$ cat src/rtl/i2cm_status_pkg.sv
`timescale 1ns/1ps
package i2cm_status_pkg;
  localparam int STATUS_W  = 16;
  localparam int N_STICKY  = 6;
  localparam int N_IRQ     = 5;
  localparam int TX_DEPTH  = 2;
  localparam int TX_CNT_W  = $clog2(TX_DEPTH + 1);

  // sticky flag indices
  localparam int S_DONE  = 0;
  localparam int S_DNACK = 1;
  localparam int S_ARB   = 2;
  localparam int S_ANACK = 3;
  localparam int S_RXREQ = 4;
  localparam int S_OVF   = 5;

  // status bit positions
  localparam int B_BUS   = 10;
  localparam int B_OVF   = 9;
  localparam int B_DONE  = 8;
  localparam int B_DNACK = 7;
  localparam int B_MBUSY = 6;
  localparam int B_ARB   = 5;
  localparam int B_ANACK = 4;
  localparam int B_RXREQ = 3;
  localparam int B_TXREQ = 2;

  typedef struct packed {
    logic                busSet;
    logic                busClr;
    logic [N_STICKY-1:0] stickySet;
    logic                stickyClr;
  } flag_strobe_t;
endpackage

$ cat src/rtl/i2cm_status_ctrl.sv
`timescale 1ns/1ps
module i2cm_status_ctrl
  import i2cm_status_pkg::*;
(
  input  logic         startSeen,
  input  logic         stopSeen,
  input  logic         xferDone,
  input  logic         addrNack,
  input  logic         dataNack,
  input  logic         arbLost,
  input  logic         rxWrite,
  input  logic         rxFull,
  input  logic         statusRead,
  output flag_strobe_t strb
);
  always_comb begin
    strb                  = '0;
    strb.busSet           = startSeen;
    strb.busClr           = stopSeen & ~startSeen;
    strb.stickySet[S_DONE]  = xferDone;
    strb.stickySet[S_DNACK] = dataNack;
    strb.stickySet[S_ARB]   = arbLost;
    strb.stickySet[S_ANACK] = addrNack;
    strb.stickySet[S_RXREQ] = rxWrite & ~rxFull;
    strb.stickySet[S_OVF]   = rxWrite & rxFull;
    strb.stickyClr        = statusRead;
  end
endmodule

$ cat src/rtl/i2cm_status_dp.sv
`timescale 1ns/1ps
module i2cm_status_dp
  import i2cm_status_pkg::*;
(
  input  logic                clk,
  input  logic                rstN,
  input  flag_strobe_t        strb,
  input  logic                masterBusy,
  input  logic                addrWriteSent,
  input  logic [TX_CNT_W-1:0] txCount,
  input  logic [N_IRQ-1:0]    intEnable,
  output logic [STATUS_W-1:0] statusWord,
  output logic                irq
);
  logic [N_STICKY-1:0] stickyQ;
  logic                busBusyQ;
  logic                mBusyQ;
  logic                txReqQ;
  logic [1:0]          txCodeQ;
  logic [1:0]          txCodeD;
  logic [N_IRQ-1:0]    srcVec;
  logic                irqQ;

  for (genvar i = 0; i < N_STICKY; i++) begin : g_sticky
    always_ff @(posedge clk) begin
      if (!rstN)                   stickyQ[i] <= 1'b0;
      else if (strb.stickySet[i])  stickyQ[i] <= 1'b1;
      else if (strb.stickyClr)     stickyQ[i] <= 1'b0;
    end
  end

  always_comb begin
    if (txCount == '0)                              txCodeD = 2'b00;
    else if (txCount >= TX_CNT_W'(TX_DEPTH))        txCodeD = 2'b11;
    else                                            txCodeD = 2'b01;
  end

  always_ff @(posedge clk) begin
    if (!rstN) begin
      busBusyQ <= 1'b0;
      mBusyQ   <= 1'b0;
      txReqQ   <= 1'b0;
      txCodeQ  <= 2'b00;
    end else begin
      if (strb.busSet)      busBusyQ <= 1'b1;
      else if (strb.busClr) busBusyQ <= 1'b0;
      mBusyQ  <= masterBusy;
      txReqQ  <= addrWriteSent & (txCount <= TX_CNT_W'(1));
      txCodeQ <= txCodeD;
    end
  end

  always_comb begin
    statusWord          = '0;
    statusWord[B_BUS]   = busBusyQ;
    statusWord[B_OVF]   = stickyQ[S_OVF];
    statusWord[B_DONE]  = stickyQ[S_DONE];
    statusWord[B_DNACK] = stickyQ[S_DNACK];
    statusWord[B_MBUSY] = mBusyQ;
    statusWord[B_ARB]   = stickyQ[S_ARB];
    statusWord[B_ANACK] = stickyQ[S_ANACK];
    statusWord[B_RXREQ] = stickyQ[S_RXREQ];
    statusWord[B_TXREQ] = txReqQ;
    statusWord[1:0]     = txCodeQ;
  end

  assign srcVec = {stickyQ[S_DONE], stickyQ[S_ARB],
                   stickyQ[S_DNACK] | stickyQ[S_ANACK],
                   stickyQ[S_RXREQ], txReqQ};

  always_ff @(posedge clk) begin
    if (!rstN) irqQ <= 1'b0;
    else       irqQ <= |(srcVec & intEnable);
  end

  assign irq = irqQ;
endmodule

$ cat src/rtl/i2cm_status_top.sv
`timescale 1ns/1ps
module i2cm_status_top
  import i2cm_status_pkg::*;
(
  input  logic                clk,
  input  logic                rstN,
  input  logic                startSeen,
  input  logic                stopSeen,
  input  logic                xferDone,
  input  logic                addrNack,
  input  logic                dataNack,
  input  logic                arbLost,
  input  logic                masterBusy,
  input  logic                addrWriteSent,
  input  logic [TX_CNT_W-1:0] txCount,
  input  logic                rxWrite,
  input  logic                rxFull,
  input  logic                statusRead,
  input  logic [N_IRQ-1:0]    intEnable,
  output logic [STATUS_W-1:0] statusWord,
  output logic                irq
);
  flag_strobe_t strb;

  i2cm_status_ctrl u_ctrl (
    .startSeen (startSeen),
    .stopSeen  (stopSeen),
    .xferDone  (xferDone),
    .addrNack  (addrNack),
    .dataNack  (dataNack),
    .arbLost   (arbLost),
    .rxWrite   (rxWrite),
    .rxFull    (rxFull),
    .statusRead(statusRead),
    .strb      (strb)
  );

  i2cm_status_dp u_dp (
    .clk          (clk),
    .rstN         (rstN),
    .strb         (strb),
    .masterBusy   (masterBusy),
    .addrWriteSent(addrWriteSent),
    .txCount      (txCount),
    .intEnable    (intEnable),
    .statusWord   (statusWord),
    .irq          (irq)
  );
endmodule

$ cat config.mk
export PLATFORM = sky130hd
export DESIGN_NAME = i2cm_status_top
export DESIGN_NICKNAME = d
export VERILOG_FILES = /design/src/rtl/i2cm_status_pkg.sv /design/src/rtl/i2cm_status_ctrl.sv /design/src/rtl/i2cm_status_dp.sv /design/src/rtl/i2cm_status_top.sv
export SDC_FILE = /design/constraint.sdc
export NUM_CORES = 1
export LEC_CHECK = 0
export BUFFER_PORTS_ARGS = -buffer_cell sky130_fd_sc_hd__buf_2
export CORE_MARGIN = 2
export CORE_UTILIZATION = 38
export DETAILED_ROUTE_END_ITERATION = 10
export PLACE_DENSITY = 0.84
export SKIP_LAST_GASP = 1
export SLEW_MARGIN = 20
export SYNTH_ARGS = -nofsm -noshare
export SYNTH_HDL_FRONTEND = slang
export SYNTH_HIERARCHICAL = 1
export SYNTH_SLANG_ARGS = --single-unit
$ cat constraint.sdc
create_clock -name clk -period 0.9 [get_ports clk]
set_input_delay 0.09 -clock clk [delete_from_list [all_inputs] [get_ports clk]]
set_output_delay 0.09 -clock clk [all_outputs]
set_load 0.01 [all_outputs]
# Yosys cells after proc, flatten, opt, wreduce, memory -nomap -nowiden
# Cells that the tools add are included.
# classes
order_cmp	2
n_mux	10
bitwise	9
n_reduce_logical	10
# ops
op	n
2-bit nonzero test	7
1-bit two-way mux	9
5-bit AND	1
5-bit OR reduction	1
1-bit AND	4
1-bit NOT	3
2-bit greater-or-equal comparator, second input constant	1
2-bit by 1-bit <= comparator with 1-bit output, second input constant	1
2-bit zero test	1
2-bit two-way mux	1
2-bit OR reduction	1
1-bit OR	1
# totals
reg_bits	12

# Logic depth before layout (Yosys ltp)
# Gate-level depths: netlist (run 1).
# depth
depth_word	4
ltp_mapped	3
ltp_nobuf	3

# Modules after synthesis
# Netlist (run 1), hierarchy kept.
# by_module_without_submodules
module	instances	cells_each	area_each_um2	seq_area_each_um2
i2cm_status_dp	1	47	471.7	240.2
i2cm_status_ctrl	1	9	67.6	0.0

# Worst setup path before layout (run 1)
# Ideal clock, no wire load.
# synth_path
kind	reg2reg
start	register, netlist name u_dp/statusWord[3]
end	register u_dp.stickyQ[4], in the netlist u_dp/statusWord[3]
setup_ns	0.115
t_arrival_ns	0.601
t_required_ns	0.785
path_slack_ns	0.184
stages_incl_launch_ff	3
n_path_buf	0
path_cell_list	dfxtp_1 > nor2b_1 > o21a_1
# synth_lines
item	line_no	text
end signal: indexed assignment	i2cm_status_dp.sv:26	if (!rstN) stickyQ[i] <= 1'b0;
end signal: indexed assignment	i2cm_status_dp.sv:27	else if (strb.stickySet[i]) stickyQ[i] <= 1'b1;
end signal: indexed assignment	i2cm_status_dp.sv:28	else if (strb.stickyClr) stickyQ[i] <= 1'b0;
end: declaration	i2cm_status_dp.sv:15	logic [N_STICKY-1:0] stickyQ;

# Worst setup path after layout (run 1)
# layout_path
start	register u_dp.stickyQ[4], in the netlist u_dp/statusWord[3]
end	output statusWord[3]
# layout_lines
item	line_no	text
end: declaration	i2cm_status_top.sv:20	output logic [STATUS_W-1:0] statusWord,
# No word-level cell between the ends.

==> impl_metrics.ini, run 1 <==
[critical_path]
cpLargestDelayFamily = flip-flops
cp-start-kind = register
endpoint_kind = primary output
cp_cell_sequence = buf_2
crit_required_ns = 0.81
crit_buf_inv = 1
cpPeakStageDelay_ns = 0.35
crit_path_max_fanout = 3
critPathKind = reg -> out
cp_slowest_cell = dfxtp_1
cp_data_arrival_time_ns = 0.75

[clock_tree]
numCtsBuffers = 3
clk_pin_slew_ns = 0.08
cts_tree = done
cts-root-buf = clkbuf_4
clock-sinks = 12
cts_resized = 0
cts_buffer_depth = 2
worstSkewPairLatency_ns = 0.27
htreeDepth = 1

[global_routing]
antenna_found_initial = 0
first_global_vias = 381
grt_overflow = 0
track_usage_pct = 12.2
grt_max_degree = 12
grt_pass1_wl_um = 1570

[run]
maxCapViolCount = 0

[power_and_ir_drop]
power_frac_comb_pct = 14.2
p_clk_share_pct = 35.9
p_sw_share_pct = 22.6
seqPwrFrac_pct = 49.9
leakage_nw = 0.341
switching_power_w = 0.000263
internal-power_w = 0.000898
vdd_drop_max_mv = 0.980
powerDensity_nw_per_um2 = 1760

[layout]
area_delta_synth_final_pct = 22.0
fill_cells = 137
drive_above_1_share_pct = 49.4
n_antenna_cell = 0
final_nets = 102
final_core_util_pct = 50.0
layout.cells.most_common = buf_2
stdcell_area_um2 = 658
final_cell_mix = buf_2 (31), dfxtp_1 (12), nor2b_1 (8), o21a_1 (7), conb_1 (5)

[floorplan]
core_area_um2 = 1320
die_h_um = 41.7
initial_core_util_pct = 40.9
die-area_um2 = 1740
fp-row-count = 13
chipWidth_um = 41.7
io_pins = 37

[synthesis]
yosysUniqueCellTypes = 14
synth_top_cell_area_share_pct = 44.5
syn_avg_cell_area_um2 = 9.63
yosys_warnings = 6
synth_top_area_cell = dfxtp_1
synth_area_leaders = dfxtp_1 (45%), buf_4 (19%), o21a_1 (9.7%)
syn_inst = 56
yosysSeqAreaShare_pct = 44.5
synth_seq_cells = 12
synth_area_um2 = 539

[timing]
hold_violations = 0
fin_crit_ns = 0.843
final.setup.tns_ns = 0
skew_ns = 0.00753
min_period_over_period_pct = 93.7
fmax_mhz = 1190
setup-violations-final = 0
slew_viol_final = 0
rsz0062_at_grt = false
hold_ws_ns = 0.0252

[drt]
firstDrtPassIters = 3
vias = 426
via_per_inst = 4.44
wl_per_cell_um = 10.3
drc_errors = 0
routed_wl_um = 985
postRouteAntennaNets = 0
drtIter0Drc = 3

[placed_design]
place_area_um2 = 612
hpwlAfterDp_um = 796
gp_congestion = 0.690
portBuffers = 31

[min_path]
holdCritPathClass = in -> reg

[outcome]
status = finished, final reports clean
## power by group through the flow
stage | logic (W) | registers (W) | clock network, W
global route | 0.000183 | 0.000583 | 0.000458
CTS | 0.000168 | 0.000580 | 0.000440
finish | 0.000165 | 0.000579 | 0.000416
detailed placement | 0.000164 | 0.000592 | 0
global placement | 0.000161 | 0.000588 | 0
floorplan | 0.000116 | 0.000603 | 0
## final timing paths
kind / startpoint / to / slack (ns) / depth (start not counted)
setup / recovery: u_dp/statusWord[3] / statusWord[3] / 0.06 / 1
hold / removal: arbLost / u_dp/statusWord[5] / 0.03 / 2
setup reg to reg: u_dp/statusWord[3] / u_dp/irq / 0.11 / 2
hold reg to reg: u_dp/statusWord[9] / u_dp/statusWord[9] / 0.58 / 2
## final cells by class
cell class	count	area (um2)	area share, %
multi-input combinational	32	194	29.5
timing repair buffer	32	165	25.1
inverter	1	3.75	0.570
clock buffer	4	36.3	5.51
sequential	12	240	36.5
tap	15	18.8	2.85
## synthesized netlist by cell type
master and instances:
buf_4 14, dfxtp_1 12, nor2b_1 8, o21a_1 7, and2_2 3, nor2_1 3, a22oi_1 2, a31oi_1 1
and2b_2 1, buf_6 1, conb_1 1, inv_2 1, nand2_1 1, o21ai_0 1
## sequential cells by signal, summed over array words and instances (netlist names)
register and count:
u_dp/busBusyQ 1, u_dp/irq 1, u_dp/mBusyQ 1, u_dp/statusWord 6
u_dp/txCodeQ 2, u_dp/txReqQ 1
## per-stage QoR
step                setup WS, ns  cells  power, W
detailed placement         0.119     91  0.000756
CTS                       0.0344     96   0.00119
global route             0.00203     96   0.00122
floorplan                  0.184     60  0.000720
finish                    0.0567     96   0.00116
global placement           0.158     91  0.000749
## cell families after synthesis
| family | Yosys count | share of synthesized area (%) |
|---|---|---|
| AO/OA/AOI/OAI | 11 | 14.6 |
| buffers and inverters | 16 | 22.3 |
| flip-flops | 12 | 44.5 |
| other | 1 | 0.695 |
| AND/OR/NAND/NOR | 16 | 17.9 |
## metal layers
metal	vias to the layer above	track usage [%]	share of wire (%)
li1	212	-	-
met1	185	12.4	39
met2	29	20.9	48
met3	0	6.96	14
met4	0	3.87	0
met5	-	0	0
## repair_timing
| item | in CTS | in global routing |
|---|---|---|
| endpoints found under the hold margin | 1 | 0 |
| hold buffers | 1 | 0 |
| setup buffers | 0 | 0 |
(Power assumes the default switching activity.)
==> run 2, diff against run 1 <==
- clock period: 0.9 -> 0.8 ns (I/O delays scaled with it)
==> impl_metrics.ini, run 2 (same netlist as run 1, synthesis figures left out) <==
[critical_path]
crit_buf_inv = 1
crit_path_max_fanout = 3
critPathKind = reg -> out
endpoint_kind = primary output
cp_cell_sequence = buf_6
cp-start-kind = register
crit_required_ns = 0.72
cp_data_arrival_time_ns = 0.73
cpPeakStageDelay_ns = 0.36
cp_slowest_cell = dfxtp_2
cpLargestDelayFamily = flip-flops

[power_and_ir_drop]
switching_power_w = 0.000307
internal-power_w = 0.00105
p_sw_share_pct = 22.6
powerDensity_nw_per_um2 = 1840
vdd_drop_max_mv = 1.12
power_w = 0.00136
leakage_nw = 0.357
power_frac_comb_pct = 16.4
p_clk_share_pct = 34.6
seqPwrFrac_pct = 49.0

[outcome]
failed_checks = setup timing
status = finished, violations left

[timing]
rsz0062_at_grt = true
slew_viol_final = 0
fmax_mhz = 1240
min_period_over_period_pct = 101
hold_ws_ns = 0.0145
skew_ns = 0.00781
hold_violations = 0
fin_crit_ns = 0.808
fin_ws_ns = -0.00805
setup-violations-final = 1

[placed_design]
place_area_um2 = 612
gp_congestion = 0.690
portBuffers = 31
dp_cells = 91
hpwlAfterDp_um = 796

[drt]
drtIter0Drc = 3
firstDrtPassIters = 3
wl_per_cell_um = 10.6
drc_errors = 0
vias = 423
via_per_inst = 4.41
postRouteAntennaNets = 0
routed_wl_um = 1020

[global_routing]
grt_overflow = 0
grt_pass1_wl_um = 1630
antenna_found_initial = 0
grt_max_degree = 12
track_usage_pct = 12.6
first_global_vias = 400

[floorplan]
chipWidth_um = 41.7
die_h_um = 41.7
initial_core_util_pct = 40.9
io_pins = 37
core_area_um2 = 1320
die-area_um2 = 1740
fp-row-count = 13

[clock_tree]
cts_buffer_depth = 2
htreeDepth = 1
numCtsBuffers = 3
cts-root-buf = clkbuf_4
cts_tree = done
worstSkewPairLatency_ns = 0.27
post_cts_buffers = 0
clock-sinks = 12
clk_pin_slew_ns = 0.08

[layout]
final_nets = 102
area_delta_synth_final_pct = 36.9
stdcell_area_um2 = 738
final_cells = 96
drive_above_1_share_pct = 63.0
largest_reg_flops = 6
layout.cells.most_common = buf_2
final_cell_mix = buf_2 (21), buf_6 (10), dfxtp_2 (10), nor2b_1 (8), o21a_1 (7)
n_antenna_cell = 0

[run]
maxCapViolCount = 0

[min_path]
holdCritPathClass = in -> reg
## run 2: final cells by class
type / count / area [um2]
multi-input combinational: 32 / 199
tap: 15 / 18.8
fill: 130 / 579
clock buffer: 4 / 36.3
inverter: 1 / 3.75
timing repair buffer: 32 / 228
sequential: 12 / 253
## run 2: path summary, 6_finish.rpt
kind | from | endpoint | slack (ns) | cells past startpoint
min reg2reg | u_dp/statusWord[9] | u_dp/statusWord[9] | 0.60 | 2
max | u_dp/statusWord[5] | statusWord[5] | -0.008 | 1
max reg2reg | u_dp/txReqQ | u_dp/irq | 0.05 | 2
min | arbLost | u_dp/statusWord[5] | 0.01 | 2
## run 2: metrics by stage
stage	setup TNS [ns]	utilization [%]	setup WS [ns]
detailed placement	0	46.4	0.0186
CTS	-0.0568	54.5	-0.0104
global route	-0.225	56.0	-0.0414
finish	-0.00805	56.0	-0.00805
floorplan	0	-	0.0845
global placement	0	46.4	0.0580
## run 2: power groups by stage
| stage | clock network (W) | registers [W] | logic [W] |
|---|---|---|---|
| after floorplan | 0 | 0.000679 | 0.000131 |
| after global placement | 0 | 0.000662 | 0.000181 |
| after detailed placement | 0 | 0.000666 | 0.000184 |
| after CTS | 0.000495 | 0.000663 | 0.000215 |
| after global routing | 0.000516 | 0.000672 | 0.000245 |
| final | 0.000470 | 0.000666 | 0.000224 |
## run 2: metal layers
layer | part of all wire [%] | global-route usage, %
met5 | 0 | 0
met4 | 0 | 3.87
met3 | 12 | 6.96
met2 | 51 | 22.5
met1 | 37 | 12.4
## run 2: what timing repair did
item                                    in CTS  in global routing
gates cloned                                 0                  0
pin swaps                                    0                  0
hold endpoints to repair                     1                  0
endpoints found under the setup margin       8                 12
hold buffers                                 1                  0
resized for setup                           16                  5
==> run 3, diff against run 2 <==
- PLACE_DENSITY: 0.84 -> not set
- PLACE_DENSITY_LB_ADDON: not set -> 0.08
==> impl_metrics.ini, run 3 (same netlist as run 1, synthesis figures left out) <==
[power_and_ir_drop]
internal-power_w = 0.00105
seqPwrFrac_pct = 48.7
power_frac_comb_pct = 16.1
power_w = 0.00136
powerDensity_nw_per_um2 = 1870
switching_power_w = 0.000314
p_clk_share_pct = 35.2
vdd_drop_max_mv = 1.12
p_sw_share_pct = 23.1
leakage_nw = 0.358

[drt]
firstDrtPassIters = 2
postRouteAntennaNets = 0
wl_per_cell_um = 11.3
drc_errors = 0
via_per_inst = 4.41
routed_wl_um = 1090
drtIter0Drc = 5
vias = 428

[global_routing]
track_usage_pct = 14.1
first_global_vias = 423
grt_use_met1_pct = 14.5
top_usage_layer = met2
grt_overflow = 0
grt_pass1_wl_um = 1810
grt_max_degree = 12
use_met2_pct = 23.4
antenna_found_initial = 0
grt_use_met3_pct = 7.83

[layout]
drive_above_1_share_pct = 58.5
final_cell_mix = buf_2 (23), buf_6 (8), nor2b_1 (8), dfxtp_2 (8), o21a_1 (7)
layout.cells.most_common = buf_2
fill_cells = 131
final_nets = 103
largest_reg_flops = 6
n_antenna_cell = 0
area_delta_synth_final_pct = 35.0
final_core_util_pct = 55.3

[timing]
final.setup.tns_ns = -0.0133
min_period_over_period_pct = 101
skew_ns = 0.00584
fmax_mhz = 1240
fin_crit_ns = 0.807
slew_viol_final = 0
rsz0062_at_grt = true
fin_ws_ns = -0.00658
hold_violations = 0
setup-violations-final = 3

[placed_design]
portBuffers = 31
hpwlAfterDp_um = 715
gp_congestion = 0.714

[outcome]
failed_checks = setup timing
status = finished, violations left

[floorplan]
die_h_um = 41.7
core_area_um2 = 1320
chipWidth_um = 41.7
die-area_um2 = 1740
initial_core_util_pct = 40.9
fp-row-count = 13
io_pins = 37

[critical_path]
cp_slowest_cell = dfxtp_2
cpLargestDelayFamily = flip-flops
crit_required_ns = 0.72
cpPeakStageDelay_ns = 0.35
rr_worst_depth = 2
endpoint_kind = primary output
crit_buf_inv = 1
r2r_start = u_dp/statusWord[3]
r2r_slack_ns = 0.02
cp-start-kind = register
critPathKind = reg -> out
cp_cell_sequence = buf_6
r2r-end = u_dp/irq
cp_data_arrival_time_ns = 0.73
crit_path_max_fanout = 3

[clock_tree]
cts_tree = done
cts_buffer_depth = 2
clk_pin_slew_ns = 0.08
worstSkewPairLatency_ns = 0.27
htreeDepth = 1
cts-root-buf = clkbuf_4
clock-sinks = 12
numCtsBuffers = 3
post_cts_buffers = 0

[min_path]
holdPathStages = 2
holdCritPathClass = in -> reg
hold_start = arbLost
hold_path_end = u_dp/statusWord[5]

[run]
maxCapViolCount = 0
==> run 3: cell types whose count changed in the layout (fill, tap and decap cells not counted), sizes merged <==
cell / previous run / this run
dlygate4sd3: 1 / 2
==> run 3: layout make-up <==
class	count	area (um2)	area share [%]
Clock buffer	4	36.3	4.98
Inverter	1	3.75	0.515
Multi-Input combinational cell	32	194	26.6
Sequential cell	12	250	34.4
Tap cell	15	18.8	2.58
Timing Repair Buffer	33	225	30.9
==> run 3: timing repair <==
item,CTS,global route
hold buffers,2,0
endpoints found under the setup margin,8,13
endpoints found under the hold margin,2,0
gates resized for setup,14,3
==> run 3: worst max path at each step <==
| stage | startpoint | endpoint | slack (ns) | cells past startpoint |
|---|---|---|---|---|
| after detailed placement | u_dp/statusWord[3] | u_dp/irq | 0.03 | 2 |
| after global placement | u_dp/statusWord[4] | u_dp/irq | 0.05 | 2 |
| after global routing | u_dp/statusWord[4] | statusWord[4] | -0.05 | 1 |
| after floorplan | u_dp/statusWord[3] | u_dp/statusWord[3] | 0.08 | 2 |
| after CTS | u_dp/statusWord[3] | statusWord[3] | -0.02 | 1 |
| final | u_dp/statusWord[3] | statusWord[3] | -0.007 | 1 |
==> run 3: metal layers <==
layer	share of wire, %	wire, um	vias to the layer above
li1	-	-	213
met1	41	446	191
met2	50	551	24
met3	8.9	97	0
met4	0	0	0
met5	0	0	-
==> run 3: power by group through the flow <==
stage / Combinational, W / Clock, W / Sequential [W]
global placement: 0.000183 / 0 / 0.000664
floorplan: 0.000131 / 0 / 0.000679
global route: 0.000239 / 0.000538 / 0.000667
CTS: 0.000216 / 0.000504 / 0.000660
detailed placement: 0.000185 / 0 / 0.000664
finish: 0.000219 / 0.000478 / 0.000662
==> run 3: metrics by stage <==
step / cells / hold slack [ns] / cell area [um2] / worst slack [ns]
after floorplan: 60 / 0.152 / 554 / 0.0845
after global placement: 91 / 0.284 / 612 / 0.0489
after detailed placement: 91 / 0.281 / 612 / 0.0292
after CTS: 97 / 0.00515 / 721 / -0.0179
after global routing: 97 / 0.00270 / 728 / -0.0529
final: 97 / 0.0149 / 728 / -0.00658
